## src/rtl/lpt_pkg.sv

```systemverilog
`timescale 1ns/1ps
package lpt_pkg;

   // Register slot decode; the order is the bus address map
   typedef enum logic [1:0] {
      ADR_DATA  = 2'd0,
      ADR_STAT  = 2'd1,
      ADR_CTRL  = 2'd2,
      ADR_SPARE = 2'd3
   } lpt_addr_e;

   // Control bit positions
   localparam int CB_STROBE = 0;
   localparam int CB_AUTOFD = 1;
   localparam int CB_INIT   = 2;
   localparam int CB_SELIN  = 3;
   localparam int CB_IRQEN  = 4;
   localparam int CB_DIR    = 5;

   localparam int CTL_BITS  = 6;
   localparam int PIN_CTLS  = 4;
   localparam int STAT_BITS = 5;

endpackage

```

## src/rtl/lpt_status_sync.sv

```systemverilog
`timescale 1ns/1ps
module lpt_status_sync #(
   parameter int WIDTH  = 5,
   parameter int STAGES = 2
) (
   input  logic             clk,
   input  logic             rst_n,
   input  logic [WIDTH-1:0] din,
   output logic [WIDTH-1:0] dout
);

   if (STAGES < 2) begin : g_bad_stages
      $error("lpt_status_sync: STAGES must be at least 2");
   end
   if (WIDTH < 1) begin : g_bad_width
      $error("lpt_status_sync: WIDTH must be positive");
   end

   logic [STAGES-1:0][WIDTH-1:0] chain_q;

   always_ff @(posedge clk) begin
      if (!rst_n) begin
         chain_q <= '0;
      end else begin
         chain_q <= {chain_q[STAGES-2:0], din};
      end
   end

   assign dout = chain_q[STAGES-1];

   AST_SYNC_ENTRY: assert property (@(posedge clk) disable iff (!rst_n)
      1'b1 |=> chain_q[0] == $past(din));

endmodule

```

## src/rtl/lpt_dir_sel.sv

```systemverilog
`timescale 1ns/1ps
module lpt_dir_sel #(
   parameter int          BYTE_W = 8,
   parameter logic [7:0]  KEY    = 8'h55
) (
   input  logic              bidir_en,
   input  logic              dir_bit,
   input  logic [BYTE_W-1:0] iosel,
   output logic              in_mode
);

   localparam logic [BYTE_W-1:0] KEY_W = BYTE_W'(KEY);

   logic key_match;

   assign key_match = (iosel == KEY_W);

   // Strap picks the direction source
   always_comb begin
      if (bidir_en) begin
         in_mode = dir_bit;
      end else begin
         in_mode = !key_match;
      end
   end

endmodule

```

## src/rtl/lpt_regfile.sv

```systemverilog
`timescale 1ns/1ps
module lpt_regfile
   import lpt_pkg::*;
#(
   parameter int BYTE_W = 8,
   parameter int CTL_W  = CTL_BITS
) (
   input  logic              clk,
   input  logic              rst_n,
   input  logic              we,
   input  logic [1:0]        addr,
   input  logic [BYTE_W-1:0] wdata,
   input  logic              in_mode,
   output logic [BYTE_W-1:0] data_q,
   output logic [CTL_W-1:0]  ctl_q,
   output logic [BYTE_W-1:0] iosel_q
);

   if (CTL_W > BYTE_W) begin : g_bad_ctl
      $error("lpt_regfile: CTL_W exceeds BYTE_W");
   end

   always_ff @(posedge clk) begin
      if (!rst_n) begin
         data_q  <= '0;
         ctl_q   <= '0;
         iosel_q <= '0;
      end else if (we) begin
         case (lpt_addr_e'(addr))
            ADR_DATA: begin
               if (!in_mode) data_q <= wdata;
            end
            ADR_STAT:  iosel_q <= wdata;
            ADR_CTRL:  ctl_q   <= wdata[CTL_W-1:0];
            default: ;
         endcase
      end
   end

   AST_DATA_HOLD: assert property (@(posedge clk) disable iff (!rst_n)
      (we && addr == 2'(ADR_DATA) && in_mode) |=> $stable(data_q));

   AST_DATA_LOAD: assert property (@(posedge clk) disable iff (!rst_n)
      (we && addr == 2'(ADR_DATA) && !in_mode) |=> data_q == $past(wdata));

   AST_CTL_LOAD: assert property (@(posedge clk) disable iff (!rst_n)
      (we && addr == 2'(ADR_CTRL)) |=> ctl_q == $past(wdata[CTL_W-1:0]));

   AST_IOSEL_LOAD: assert property (@(posedge clk) disable iff (!rst_n)
      (we && addr == 2'(ADR_STAT)) |=> iosel_q == $past(wdata));

   AST_SPARE_INERT: assert property (@(posedge clk) disable iff (!rst_n)
      (we && addr == 2'(ADR_SPARE)) |=>
         ($stable(data_q) && $stable(ctl_q) && $stable(iosel_q)));

endmodule

```

## src/rtl/lpt_port_regs.sv

```systemverilog
`timescale 1ns/1ps
module lpt_port_regs
   import lpt_pkg::*;
#(
   parameter int         BYTE_W       = 8,
   parameter int         SYNC_STAGES  = 2,
   parameter logic [7:0] DIR_KEY      = 8'h55,
   parameter logic [3:0] CTL_INV_MASK = 4'b1011
) (
   input  logic              clk,
   input  logic              rst_n,
   input  logic              bus_we,
   input  logic [1:0]        bus_addr,
   input  logic [BYTE_W-1:0] bus_wdata,
   output logic [BYTE_W-1:0] bus_rdata,
   input  logic              bidir_en_i,
   input  logic [BYTE_W-1:0] pd_in,
   output logic [BYTE_W-1:0] pd_out,
   output logic              pd_oe,
   input  logic              err_i,
   input  logic              slct_i,
   input  logic              pe_i,
   input  logic              ack_i,
   input  logic              busy_i,
   output logic              strobe_o,
   output logic              autofd_o,
   output logic              init_o,
   output logic              selin_o,
   output logic              irq_en_o
);

   localparam int LOW_FILL_W = BYTE_W - STAT_BITS;
   localparam int CTL_RD_W   = CB_DIR;
   localparam int CTL_FILL_W = BYTE_W - CTL_RD_W;

   if (BYTE_W != 8) begin : g_bad_byte
      $error("lpt_port_regs: register layout needs BYTE_W of 8");
   end
   if (SYNC_STAGES < 2) begin : g_bad_sync
      $error("lpt_port_regs: SYNC_STAGES must be at least 2");
   end

   logic [BYTE_W-1:0]    data_q;
   logic [CTL_BITS-1:0]  ctl_q;
   logic [BYTE_W-1:0]    iosel_q;
   logic                 in_mode;
   logic [STAT_BITS-1:0] stat_raw;
   logic [STAT_BITS-1:0] stat_sync;
   logic [BYTE_W-1:0]    stat_word;
   logic [PIN_CTLS-1:0]  ctl_pins;

   lpt_regfile #(
      .BYTE_W (BYTE_W),
      .CTL_W  (CTL_BITS)
   ) u_regs (
      .clk     (clk),
      .rst_n   (rst_n),
      .we      (bus_we),
      .addr    (bus_addr),
      .wdata   (bus_wdata),
      .in_mode (in_mode),
      .data_q  (data_q),
      .ctl_q   (ctl_q),
      .iosel_q (iosel_q)
   );

   lpt_dir_sel #(
      .BYTE_W (BYTE_W),
      .KEY    (DIR_KEY)
   ) u_dir (
      .bidir_en (bidir_en_i),
      .dir_bit  (ctl_q[CB_DIR]),
      .iosel    (iosel_q),
      .in_mode  (in_mode)
   );

   assign stat_raw = {busy_i, ack_i, pe_i, slct_i, err_i};

   lpt_status_sync #(
      .WIDTH  (STAT_BITS),
      .STAGES (SYNC_STAGES)
   ) u_sync (
      .clk   (clk),
      .rst_n (rst_n),
      .din   (stat_raw),
      .dout  (stat_sync)
   );

   assign stat_word = {stat_sync, {LOW_FILL_W{1'b1}}};

   // Control line polarity chosen per line by mask
   for (genvar gi = 0; gi < PIN_CTLS; gi++) begin : g_ctl_pin
      if (CTL_INV_MASK[gi]) begin : g_inv
         assign ctl_pins[gi] = ~ctl_q[gi];
      end else begin : g_true
         assign ctl_pins[gi] = ctl_q[gi];
      end
   end

   assign strobe_o = ctl_pins[CB_STROBE];
   assign autofd_o = ctl_pins[CB_AUTOFD];
   assign init_o   = ctl_pins[CB_INIT];
   assign selin_o  = ctl_pins[CB_SELIN];
   assign irq_en_o = ctl_q[CB_IRQEN];

   assign pd_oe  = !in_mode;
   assign pd_out = in_mode ? '0 : data_q;

   always_comb begin
      case (lpt_addr_e'(bus_addr))
         ADR_DATA: bus_rdata = in_mode ? pd_in : data_q;
         ADR_STAT: bus_rdata = stat_word;
         ADR_CTRL: bus_rdata = {{CTL_FILL_W{1'b1}}, ctl_q[CTL_RD_W-1:0]};
         default:  bus_rdata = '0;
      endcase
   end

   AST_PINS_QUIET: assert property (@(posedge clk) disable iff (!rst_n)
      !pd_oe |-> pd_out == '0);

   AST_STAT_FILL: assert property (@(posedge clk) disable iff (!rst_n)
      (bus_addr == 2'(ADR_STAT)) |-> bus_rdata[LOW_FILL_W-1:0] == {LOW_FILL_W{1'b1}});

   AST_CTL_FILL: assert property (@(posedge clk) disable iff (!rst_n)
      (bus_addr == 2'(ADR_CTRL)) |-> bus_rdata[BYTE_W-1:CTL_RD_W] == {CTL_FILL_W{1'b1}});

   AST_SPARE_ZERO: assert property (@(posedge clk) disable iff (!rst_n)
      (bus_addr == 2'(ADR_SPARE)) |-> bus_rdata == '0);

   AST_STRAP_DIR: assert property (@(posedge clk) disable iff (!rst_n)
      bidir_en_i |-> pd_oe == !ctl_q[CB_DIR]);

endmodule

```

## config.mk

```make
export PLATFORM = sky130hd
export DESIGN_NAME = lpt_port_regs
export DESIGN_NICKNAME = d
export VERILOG_FILES = /design/src/rtl/lpt_pkg.sv /design/src/rtl/lpt_status_sync.sv /design/src/rtl/lpt_dir_sel.sv /design/src/rtl/lpt_regfile.sv /design/src/rtl/lpt_port_regs.sv
export SDC_FILE = /design/constraint.sdc
export NUM_CORES = 1
export LEC_CHECK = 0
export BUFFER_PORTS_ARGS = -buffer_cell sky130_fd_sc_hd__clkbuf_2
export CORE_MARGIN = 5
export CORE_UTILIZATION = 42
export CTS_BUF_LIST = sky130_fd_sc_hd__clkbuf_4
export CTS_CLUSTER_SIZE = 40
export DETAILED_ROUTE_END_ITERATION = 10
export PLACE_DENSITY = 0.66
export SKIP_LAST_GASP = 1
export SLEW_MARGIN = 10
export SYNTH_ARGS = -nofsm -noshare
export SYNTH_HDL_FRONTEND = slang
export SYNTH_SLANG_ARGS = --single-unit
```

## constraint.sdc

```tcl
create_clock -name clk -period 1.7 [get_ports clk]
set_input_delay 0.085 -clock clk [delete_from_list [all_inputs] [get_ports clk]]
set_output_delay 0.085 -clock clk [all_outputs]
set_load 0.005 [all_outputs]
```

# Word level (Yosys, flattened, before mapping)
# Cells that the tools add are included.
totals:
  reg_bits: 32
  out_inout_bits: 22
classes:
  eq_ne: 3
  muxes: 4
  n_bitwise: 4
  n_reduce_logical: 6
ops:
  columns: ["cell", "count"]
  rows:
  - ["8-bit case mux with 3 select lines", 1]
  - ["8-bit two-way mux", 2]
  - ["8-bit by 7-bit == test with 1-bit output (second input constant)", 1]
  - ["1-bit inverter", 4]
  - ["2-bit AND reduction", 2]
  - ["3-bit AND reduction", 1]
  - ["2-bit by 1-bit == test with 1-bit output (second input constant)", 1]
  - ["2-bit == test (second input constant)", 1]
  - ["1-bit logical NOT", 2]
  - ["2-bit logical NOT", 1]
  - ["1-bit two-way mux", 1]

# Depth between registers and ports, before layout
# Gate-level depths: netlist (run 1).
logic_depth:
  ltp_word: 5
  ltp_mapped: 6

# Hierarchy
# Synthesis (run 1) repeated with hierarchy kept, for this count alone.
hier_totals:
  cells_unflattened: 158
  area_unflattened_um2: 1480.2
by_module_without_submodules:
  columns: ["mod", "instances", "cells_per_inst", "area_each_um2", "seq_area_each_um2"]
  rows:
  - ["lpt_regfile", 1, 83, 833.3, 440.4]
  - ["lpt_port_regs", 1, 45, 307.8, 0.0]
  - ["lpt_status_sync", 1, 25, 300.3, 200.2]
  - ["lpt_dir_sel", 1, 5, 38.8, 0.0]

# Worst setup path after synthesis (run 1)
# Ideal clock, no wire load.
synth_timing:
  path_kind: "register to output"
  from: "reg u_regs.iosel_q[3]"
  to: "out bus_rdata[2]"
  arrival_ns: 1.384
  required_ns: 1.615
  slack_ns: 0.231
  path_stages_with_launch: 6
  path_buffers: 1
  path_cell_list: "dfxtp_1 -> nor4bb_2 -> a32oi_4 -> buf_6 -> mux2i_1 -> a22oi_1"
synth_between:
  elab_chain_len: 5
synth_lines:
  columns: ["element", "line_no", "text"]
  rows:
  - ["start: declaration", "lpt_regfile.sv:16", "output logic [BYTE_W-1:0] iosel_q"]
  - ["start signal: assignment", "lpt_regfile.sv:33", "ADR_STAT: iosel_q <= wdata;"]
  - ["8-bit by 7-bit == test with 1-bit output", "lpt_dir_sel.sv:16", "assign key_match = (iosel == KEY_W);"]
  - ["1-bit logical NOT", "lpt_dir_sel.sv:23", "in_mode = !key_match;"]
  - ["1-bit two-way mux", "lpt_dir_sel.sv:20", "if (bidir_en) begin"]
  - ["8-bit two-way mux", "lpt_port_regs.sv:111", "ADR_DATA: bus_rdata = in_mode ? pd_in : data_q;"]
  - ["8-bit case mux with 3 select lines", "lpt_port_regs.sv:110", "case (lpt_addr_e'(bus_addr))"]
  - ["end: declaration", "lpt_port_regs.sv:15", "output logic [BYTE_W-1:0] bus_rdata,"]
# No other way between the ends.

# Final worst setup path (run 1)
layout_timing:
  from: "reg u_regs.iosel_q[3]"
  to: "out bus_rdata[7]"
# Same word-level chain as after synthesis.

==> reports/metrics.cfg, run 1 <==
[run_status]
status = complete, but fails checks
violations = negative setup slack

[critical_path]
required_ns = 1.62
crit_chain = nor4bb_4 -> a32oi_4 -> buf_6 -> mux2i_1 -> a22oi_1 -> buf_2
crit_family = compound AO/OA/AOI/OAI gates
slowest_stage = dfxtp_2
criticalPathCategory = flop to primary output
worstPathArrival_ns = 1.82
ff2ff_setup_slack_ns = 0.18
critPathCaptureType = primary output
slowest_delay_ns = 0.35
cp-start-kind = flop
critical_path.max_fanout = 8
path_buf_inv = 2

[placed_design]
io_buffers = 48
dp_hpwl_mm = 2.785
placed_cells = 254
gp_congestion = 0.7969

[global_route]
antenna_found_initial = 0
grt_max_degree = 41
grt_pass1_wl_mm = 6.506
grt_usage = 0.1666
gr-total-overflow = 0
grt_pass1_vias = 1399

[timing]
relSlewSlack = 0.5786
fin_ws_ns = -0.2073
fin_skew_ns = 0.01649
timing.final.hold_violations = 0
period_minus_slack_ns = 1.907
fmax_mhz = 524.3
finalCritPeriodShare = 1.122
maxSlewViolCount = 0
rsz0062_at_grt = true
finalSetupViolations = 15
worst_slew_pin_slew_ns = 0.6321
hold_ws_ns = 0.03498

[final_layout]
area_growth_pct = 29.42
stdcell_count = 270
diodes = 0
final_nets = 251
layout_common_cells = clkbuf_2, nand2_1, dfxtp_1
drive_above_1_share = 0.3036
final_common_cell = clkbuf_2

[floorplanning]
coreArea_mm2 = 0.003363
die_y_um = 69.19
die_w_um = 69.19
fp-row-count = 21
start_util = 0.4375
dieArea_mm2 = 0.004787
io_pins = 49

[power_and_ir_drop]
switching_share = 0.2551
vdd_ir_drop_max_mv = 0.5245
leakage_nw = 0.8338
comb_power_share = 0.148
cellPowerDensity_mw_per_mm2 = 738.4
totalPowerFinal_mw = 1.406
clkPwrFrac = 0.291
p_seq_frac = 0.560
switchingPower_mw = 0.3587
internal-power_mw = 1.048

[routing]
wl_mm = 3.710
wire_per_inst_um = 13.74
drc = 0
dr.first_iter.drc_count = 78
avgViaCountPerCell = 4.974
drt_first_pass_iters = 4
vias = 1343
ant_nets = 0

[cts]
insertion_delay_ns = 0.33
clk_path_buf_depth = 2
clock-sinks = 32
cts_max_level = 2
cts_buffers = 5
cts_tree = yes
cts.reportedPaths.clkPinSlew_ns = 0.10
cts_root_buf = clkbuf_4

[synthesis]
ys_top_cells_by_area = dfxtp_1, mux2i_1, nand2_1, a21boi_0, nand3_1
synth_xor_area_frac = 0
syn_area_mm2 = 0.001471
synth_top_area_frac = 0.4354
synth-seq-cells = 32
syn_nets = 194
ys_seq_area_frac = 0.4354
synthSimpleGateAreaFrac = 0.2721
synthCells = 167
synth-adder-area-share = 0
synth.area.mux_share = 0.09524
ys_types = 22
yosys_warnings = 0
synth_top_family_by_area = simple AND/OR/NAND/NOR gates
avgSynthCellArea_um2 = 8.811
netlist.top_cell.by_area = dfxtp_1
synth_compound_area_frac = 0.1514

[flow_run]
drv_cap = 0

[min_path]
min_path_type = input pin to flop

==> worst min-delay path, stage by stage <==
cell	delay [ns]
clkbuf_2	0.11
nand2_1	0.07
mux2i_1	0.06
==> power by group through the flow <==
stage          combinational (mW)  clock [mW]  sequential (mW)
6_report                    0.208       0.410            0.788
5_1_grt                     0.232       0.461            0.792
4_1_cts                     0.209       0.417            0.788
3_5_place_dp                0.189           0            0.805
3_3_place_gp                0.186           0            0.803
2_1_floorplan               0.110           0            0.801
==> metal layers <==
| layer | up-vias | GRT usage | routed length, um |
|---|---|---|---|
| li1 | 677 | - | - |
| met1 | 613 | 0.2048 | 1660 |
| met2 | 47 | 0.2701 | 1753 |
| met3 | 6 | 0.05072 | 248 |
| met4 | 0 | 0.06725 | 48 |
| met5 | - | 0 | 0 |
==> cells in the mapped netlist (all sizes together) <==
master / number
inv: 5
a211o: 2
nor4bb: 1
nand2b: 4
nor2: 3
buf: 1
nand3: 14
a22o: 2
mux2i: 14
o21ai: 2
clkbuf: 10
a32oi: 1
and3b: 1
a22oi: 4
a21boi: 16
and2: 10
nor2b: 10
and3: 2
dfxtp: 32
nand2: 33
==> registers in the layout (all words and copies together), names as in the netlist <==
register / cells
u_regs.ctl_q: 6
u_regs.data_q: 8
u_regs.iosel_q: 8
u_sync.chain_q: 5
u_sync.dout: 5
==> logic make-up after synthesis <==
logic type             after synthesis
AO/OA/AOI/OAI                       27
buffers and inverters               16
flip-flops                          32
multiplexers                        14
AND/OR/NAND/NOR                     78
==> cell type report <==
cell class	instances	area [um2]
fillers	341	1459
multi-input cells	119	774.5
flip-flops and latches	32	644.4
repair buffers	61	359.1
well taps	46	57.56
clock buffers	6	45.04
inverters	5	18.77
clock inverters	1	5.005
==> through the flow <==
stage | util | setup slack [ns] | setup TNS, ns | area [um2]
2_1_floorplan | - | 0.2311 | 0 | 1471
3_3_place_gp | 0.5205 | 0.05540 | 0 | 1750
3_5_place_dp | 0.5205 | 0.01826 | 0 | 1750
4_1_cts | 0.5651 | -0.2659 | -2.848 | 1901
5_1_grt | 0.5662 | -0.3377 | -3.740 | 1904
6_report | 0.5662 | -0.2073 | -2.192 | 1904
==> timing repair <==
action,4_1_cts,5_1_grt
resized for setup,4,11
cloned,0,0
endpoints found under the setup margin,17,17
hold buffers,7,0
buffers inserted,2,0
pin swaps,4,7
endpoints found under the hold margin,7,0
==> worst paths after layout <==
path                                   from                             to  depth (start not counted)
min                            bus_wdata[3]  u_regs.data_q[3]$_SDFFE_PN0P_                          3
min reg2reg    u_sync.chain_q[0]$_SDFF_PN0_      u_sync.dout[0]$_SDFF_PN0_                          1
max reg2reg  u_regs.iosel_q[3]$_SDFFE_PN0P_  u_regs.data_q[4]$_SDFFE_PN0P_                          4
max          u_regs.iosel_q[3]$_SDFFE_PN0P_                   bus_rdata[7]                          6
Power figures use the tool's default switching activity.
==> run 2, diff against run 1 <==
Settings changed: CTS_CLUSTER_SIZE 40 to unset.
Clock period 1.7 ns to 1.99 ns, I/O delays scaled along.
==> run 2 against run 1 <==
Against the previous run: the run now ends clean; cell count is 0.37% lower; first-iteration DRC count up 12%; via count fell by 0.45%; non-clock buffer count decreased by 1; register-to-register slack improved by 0.03 ns; worst hold slack lost 0.010 ns; sequential share of layout area shrank 0.064 points; clock-buffer cell count did not move.
==> reports/metrics.cfg, run 2 (synthesis results as in run 1) <==
[run_status]
status = complete, no violations

[floorplanning]
coreArea_mm2 = 0.003363  ; unchanged
io_pins = 49  ; unchanged
die_y_um = 69.19  ; unchanged
start_util = 0.4375  ; unchanged
die_w_um = 69.19  ; unchanged
fp-row-count = 21  ; unchanged
dieArea_mm2 = 0.004787  ; unchanged

[power_and_ir_drop]
leakage_nw = 0.8274  ; -0.77%
internal-power_mw = 0.8954  ; -15%
comb_power_share = 0.149  ; about the same
clkPwrFrac = 0.293  ; +0.002
p_seq_frac = 0.558  ; -0.002
switchingPower_mw = 0.3100  ; -14%
switching_share = 0.2572  ; +0.002123
cellPowerDensity_mw_per_mm2 = 635.5  ; -14%
vdd_ir_drop_max_mv = 0.4366  ; -17%

[global_route]
gr-total-overflow = 0  ; unchanged
grt_usage = 0.1668  ; about the same
grt_max_degree = 41  ; unchanged
grt_pass1_wl_mm = 6.437  ; -1.1%
grt_pass1_vias = 1325  ; -5.3%
antenna_found_initial = 0  ; unchanged

[routing]
wl_mm = 3.726  ; +0.43%
drc = 0  ; unchanged
dr.first_iter.drc_count = 87  ; +12%
drt_first_pass_iters = 4  ; unchanged
wire_per_inst_um = 13.85  ; +0.80%
avgViaCountPerCell = 4.970  ; about the same
ant_nets = 0  ; unchanged
vias = 1337  ; -0.45%

[critical_path]
cp-start-kind = flop
criticalPathCategory = flop to primary output
slowest_delay_ns = 0.35  ; about the same
crit_family = compound AO/OA/AOI/OAI gates
setup.worst_path.start = u_regs.iosel_q[5]$_SDFFE_PN0P_
slowest_stage = dfxtp_1
r2r_start = u_regs.iosel_q[5]$_SDFFE_PN0P_
crit_chain = nor4bb_4 -> a32oi_4 -> buf_12 -> mux2i_1 -> a22oi_1 -> clkbuf_2
critical_path.max_fanout = 12  ; +4
path_buf_inv = 2  ; unchanged
required_ns = 1.89  ; +0.27 ns
worstPathArrival_ns = 1.84  ; +0.02 ns
critPathCaptureType = primary output

[cts]
cts_max_level = 2  ; unchanged
clock-sinks = 32  ; unchanged
clk_path_buf_depth = 2  ; unchanged
cts_tree = yes
insertion_delay_ns = 0.32  ; about the same
cts_buffers = 5  ; unchanged
cts.reportedPaths.clkPinSlew_ns = 0.09  ; about the same
cts_root_buf = clkbuf_4

[timing]
finalSetupViolations = 0  ; -15
hold_ws_ns = 0.02498  ; -0.01000 ns
worst_slew_pin_slew_ns = 0.6350  ; +0.002920 ns
maxSlewViolCount = 0  ; unchanged
fin_skew_ns = 0.004159  ; -0.01233 ns
period_minus_slack_ns = 1.944
timing.final.hold_violations = 0  ; unchanged
fmax_mhz = 514.5
rsz0062_at_grt = true
relSlewSlack = 0.5766  ; -0.001947
finalCritPeriodShare = 0.9768

[placed_design]
dp_hpwl_mm = 2.667  ; -4.2%
placed_area_mm2 = 0.001743  ; -0.43%
gp_congestion = 0.7891  ; -0.98%
io_buffers = 48  ; unchanged

[flow_run]
drv_cap = 0  ; unchanged

[final_layout]
layout_common_cells = clkbuf_2, nand2_1, dfxtp_1
diodes = 0  ; unchanged
stdcell_area_mm2 = 0.001897  ; -0.39%
area_growth_pct = 28.91
reg_top3 = u_regs.data_q (8), u_regs.iosel_q (8), u_regs.ctl_q (6)
final_nets = 250  ; -0.40%
final_common_cell = clkbuf_2
drive_above_1_share = 0.2870  ; -0.01658

[min_path]
min_path_type = input pin to flop
min-delay-start = bus_wdata[7]

[run 2: timing repair]
item                                   CTS  global route
pin swaps                                1             3
endpoints found under the hold margin    6             0
hold buffers                             6             0
resized for setup                        1             0
setup endpoints to repair                8             9
buffers inserted                         2             1
[run 2: power by group through the flow]
stage | sequential (mW) | combinational, mW | clock (mW)
2_1_floorplan | 0.684 | 0.0942 | 0
3_3_place_gp | 0.686 | 0.157 | 0
3_5_place_dp | 0.687 | 0.160 | 0
4_1_cts | 0.673 | 0.178 | 0.359
5_1_grt | 0.675 | 0.201 | 0.389
6_report | 0.673 | 0.180 | 0.353
[run 2: path summary, 6_finish.rpt]
path	endpoint	cells past startpoint	slack [ns]
hold / removal	u_regs.data_q[7]$_SDFFE_PN0P_	3	0.02
setup / recovery	bus_rdata[5]	6	0.05
setup reg to reg	u_regs.data_q[1]$_SDFFE_PN0P_	6	0.21
hold reg to reg	u_sync.dout[0]$_SDFF_PN0_	1	0.44
[run 2: area by class of cell]
class / instances / area [um2]
sequential: 32 / 640.6
clock inverter: 1 / 5.005
timing repair buffer: 60 / 357.8
clock buffer: 6 / 45.04
inverter: 5 / 18.77
fill: 335 / 1466
multi-input combinational: 119 / 772.0
tap: 46 / 57.56
[run 2: metal layers]
metal / routed length, um / track usage
met1: 1623 / 0.2046
met2: 1836 / 0.2765
met3: 222 / 0.05797
met4: 44 / 0.04555
met5: 0 / 0
[run 2: stage by stage]
stage / setup TNS (ns) / utilization / total power [mW] / setup WS, ns / instances
6_report: 0 / 0.5640 / 1.205 / 0.04627 / 269
4_1_cts: 0 / 0.5618 / 1.209 / 0.006144 / 268
2_1_floorplan: 0 / - / 0.7781 / 0.5066 / 167
5_1_grt: -0.2965 / 0.5640 / 1.266 / -0.08420 / 269
3_3_place_gp: 0 / 0.5182 / 0.8436 / 0.2599 / 253
3_5_place_dp: 0 / 0.5182 / 0.8470 / 0.2062 / 253
[run 2: worst min-delay path, delay by kind of cell]
kind,cells,cell delay [ns]
AND/OR/NAND/NOR,1,0.05
buffers and inverters,1,0.09
multiplexers,1,0.06
==> run 3, diff against run 2 <==
Settings changed: MAX_ROUTING_LAYER set to met4.
Clock period 1.99 ns to 1.9 ns, I/O delays scaled along.
==> run 3 against run 2 <==
Against the previous run: the run now ends with negative setup slack left; non-clock buffer count grew 3; via count grew 1.3%; sequential power grew 4.8%; critical path type unchanged; critical endpoint is now bus_rdata[4].
==> reports/metrics.cfg, run 3 (synthesis results as in run 1) <==
[critical_path]
path_buf_inv = 2  ; unchanged
crit_family = simple AND/OR/NAND/NOR gates
cp-start-kind = flop
slowest_delay_ns = 0.35  ; about the same
critical_path.max_fanout = 4  ; -8
slowest_stage = dfxtp_2
crit_chain = nor4bb_4 -> a32oi_4 -> buf_12 -> and3_1 -> a211o_1 -> buf_2
worstPathArrival_ns = 1.81  ; -0.03 ns
criticalPathCategory = flop to primary output
required_ns = 1.80  ; -0.09 ns
ff2ff_setup_slack_ns = 0.16  ; -0.05 ns
critPathCaptureType = primary output

[cts]
clock-sinks = 32  ; unchanged
clk_path_buf_depth = 2  ; unchanged
cts_buffers = 5  ; unchanged
insertion_delay_ns = 0.33  ; about the same
cts_root_buf = clkbuf_4
cts_max_level = 2  ; unchanged
cts_tree = yes
cts.reportedPaths.clkPinSlew_ns = 0.09  ; about the same

[timing]
relSlewSlack = 0.5743  ; -0.002334
fin_skew_ns = 0.005007  ; +0.0008487 ns
timing.final.hold_violations = 0  ; unchanged
fin_ws_ns = -0.008137  ; -0.05440 ns
finalCritPeriodShare = 1.004
finalSetupViolations = 2  ; +2
rsz0062_at_grt = true
fmax_mhz = 524.1
worst_slew_pin_slew_ns = 0.6385  ; +0.003502 ns
period_minus_slack_ns = 1.908
maxSlewViolCount = 0  ; unchanged

[floorplanning]
fp-row-count = 21  ; unchanged
die_y_um = 69.19  ; unchanged
dieArea_mm2 = 0.004787  ; unchanged
io_pins = 49  ; unchanged
coreArea_mm2 = 0.003363  ; unchanged
start_util = 0.4375  ; unchanged
die_w_um = 69.19  ; unchanged

[global_route]
grt_max_degree = 41  ; unchanged
grt_pass1_wl_mm = 6.465  ; +0.43%
gr-total-overflow = 0  ; unchanged
grt_usage = 0.1717  ; +0.004981
grt_pass1_vias = 1331  ; +0.45%
antenna_found_initial = 0  ; unchanged

[routing]
drt_first_pass_iters = 4  ; unchanged
avgViaCountPerCell = 4.978  ; +0.15%
wl_mm = 3.776  ; +1.3%
drc = 0  ; unchanged
ant_nets = 0  ; unchanged
dr.first_iter.drc_count = 47  ; -46%
vias = 1354  ; +1.3%
wire_per_inst_um = 13.88  ; +0.22%

[placed_design]
io_buffers = 48  ; unchanged
gp_congestion = 0.8002  ; +1.4%
dp_hpwl_mm = 2.667  ; unchanged
placed_cells = 253  ; unchanged
placed_area_mm2 = 0.001743  ; unchanged
place_ws_ns = 0.1207  ; -0.08550 ns

[power_and_ir_drop]
p_seq_frac = 0.553  ; -0.005
totalPowerFinal_mw = 1.275  ; +5.7%
cellPowerDensity_mw_per_mm2 = 653.4  ; +2.8%
comb_power_share = 0.158  ; +0.009
clkPwrFrac = 0.289  ; -0.004
vdd_ir_drop_max_mv = 0.4528  ; +3.7%
leakage_nw = 0.8479  ; +2.5%
internal-power_mw = 0.9478  ; +5.8%
switching_share = 0.2564  ; -0.0008379
switchingPower_mw = 0.3267  ; +5.4%

[final_layout]
reg_top3 = u_regs.data_q (8), u_regs.iosel_q (8), u_regs.ctl_q (6)
drive_above_1_share = 0.3142  ; +0.02716
final_common_cell = clkbuf_2
diodes = 0  ; unchanged
seq_area_um2 = 643.1  ; +0.39%
layout_common_cells = clkbuf_2, nand2_1, dfxtp_1
utilization = 0.5800  ; +0.01600
stdcell_area_mm2 = 0.001951  ; +2.8%
area_growth_pct = 32.57
multi_input_area_um2 = 784.5  ; +1.6%
nFillCells = 329  ; -1.8%
stdcell_count = 272  ; +1.1%
final_nets = 253  ; +1.2%

[run_status]
status = complete, but fails checks
violations = negative setup slack

[flow_run]
drv_cap = 0  ; unchanged

[min_path]
min_path_type = input pin to flop

[run 3: metal layers]
layer | GRT usage | share of wire | vias to the layer above
li1 | - | - | 683
met1 | 0.2073 | 0.42 | 620
met2 | 0.2775 | 0.49 | 44
met3 | 0.05362 | 0.067 | 7
met4 | 0.04555 | 0.018 | 0
met5 | - | 0 | -
[run 3: repair_timing]
item,in CTS,in global routing
setup endpoints to repair,9,18
hold buffers,6,0
resized for setup,1,7
pin swaps,2,7
endpoints found under the hold margin,6,0
setup buffers,4,2
[run 3: power groups by stage]
stage | Sequential (mW) | Clock (mW) | Combinational, mW
final | 0.705 | 0.368 | 0.202
after detailed placement | 0.720 | 0 | 0.167
after global routing | 0.708 | 0.407 | 0.225
after global placement | 0.719 | 0 | 0.165
after CTS | 0.704 | 0.376 | 0.190
after floorplan | 0.716 | 0 | 0.0987
[run 3: per-stage QoR]
step                hold WS [ns]  setup TNS, ns
floorplan                 0.2223              0
finish                   0.01958       -0.01155
global placement          0.3017              0
CTS                     0.004088        -0.2389
global route             0.02237        -0.7435
detailed placement        0.3060              0
[run 3: path summary, 6_finish.rpt]
kind / start / cells past startpoint / to
setup / recovery: u_regs.iosel_q[3]$_SDFFE_PN0P_ / 6 / bus_rdata[4]
setup reg to reg: u_regs.iosel_q[3]$_SDFFE_PN0P_ / 6 / u_regs.data_q[1]$_SDFFE_PN0P_
hold / removal: bus_wdata[7] / 3 / u_regs.data_q[7]$_SDFFE_PN0P_
hold reg to reg: u_sync.chain_q[0]$_SDFF_PN0_ / 1 / u_sync.dout[0]$_SDFF_PN0_
[run 3: worst register-to-register path: stages, from the launching register on]
cell	delay, ns
dfxtp_2	0.35
nor4bb_4	0.32
a32oi_4	0.18
buf_12	0.18
buf_4	0.14
nor2_4	0.29
mux2i_1	0.23
[run 3: cell type report]
| cell class | count | area share |
|---|---|---|
| tap | 46 | 0.02951 |
| clock inverter | 1 | 0.002566 |
| sequential | 32 | 0.3297 |
| timing repair buffer | 63 | 0.2033 |
| inverter | 5 | 0.009622 |
| clock buffer | 6 | 0.02309 |
| multi-input combinational | 119 | 0.4022 |
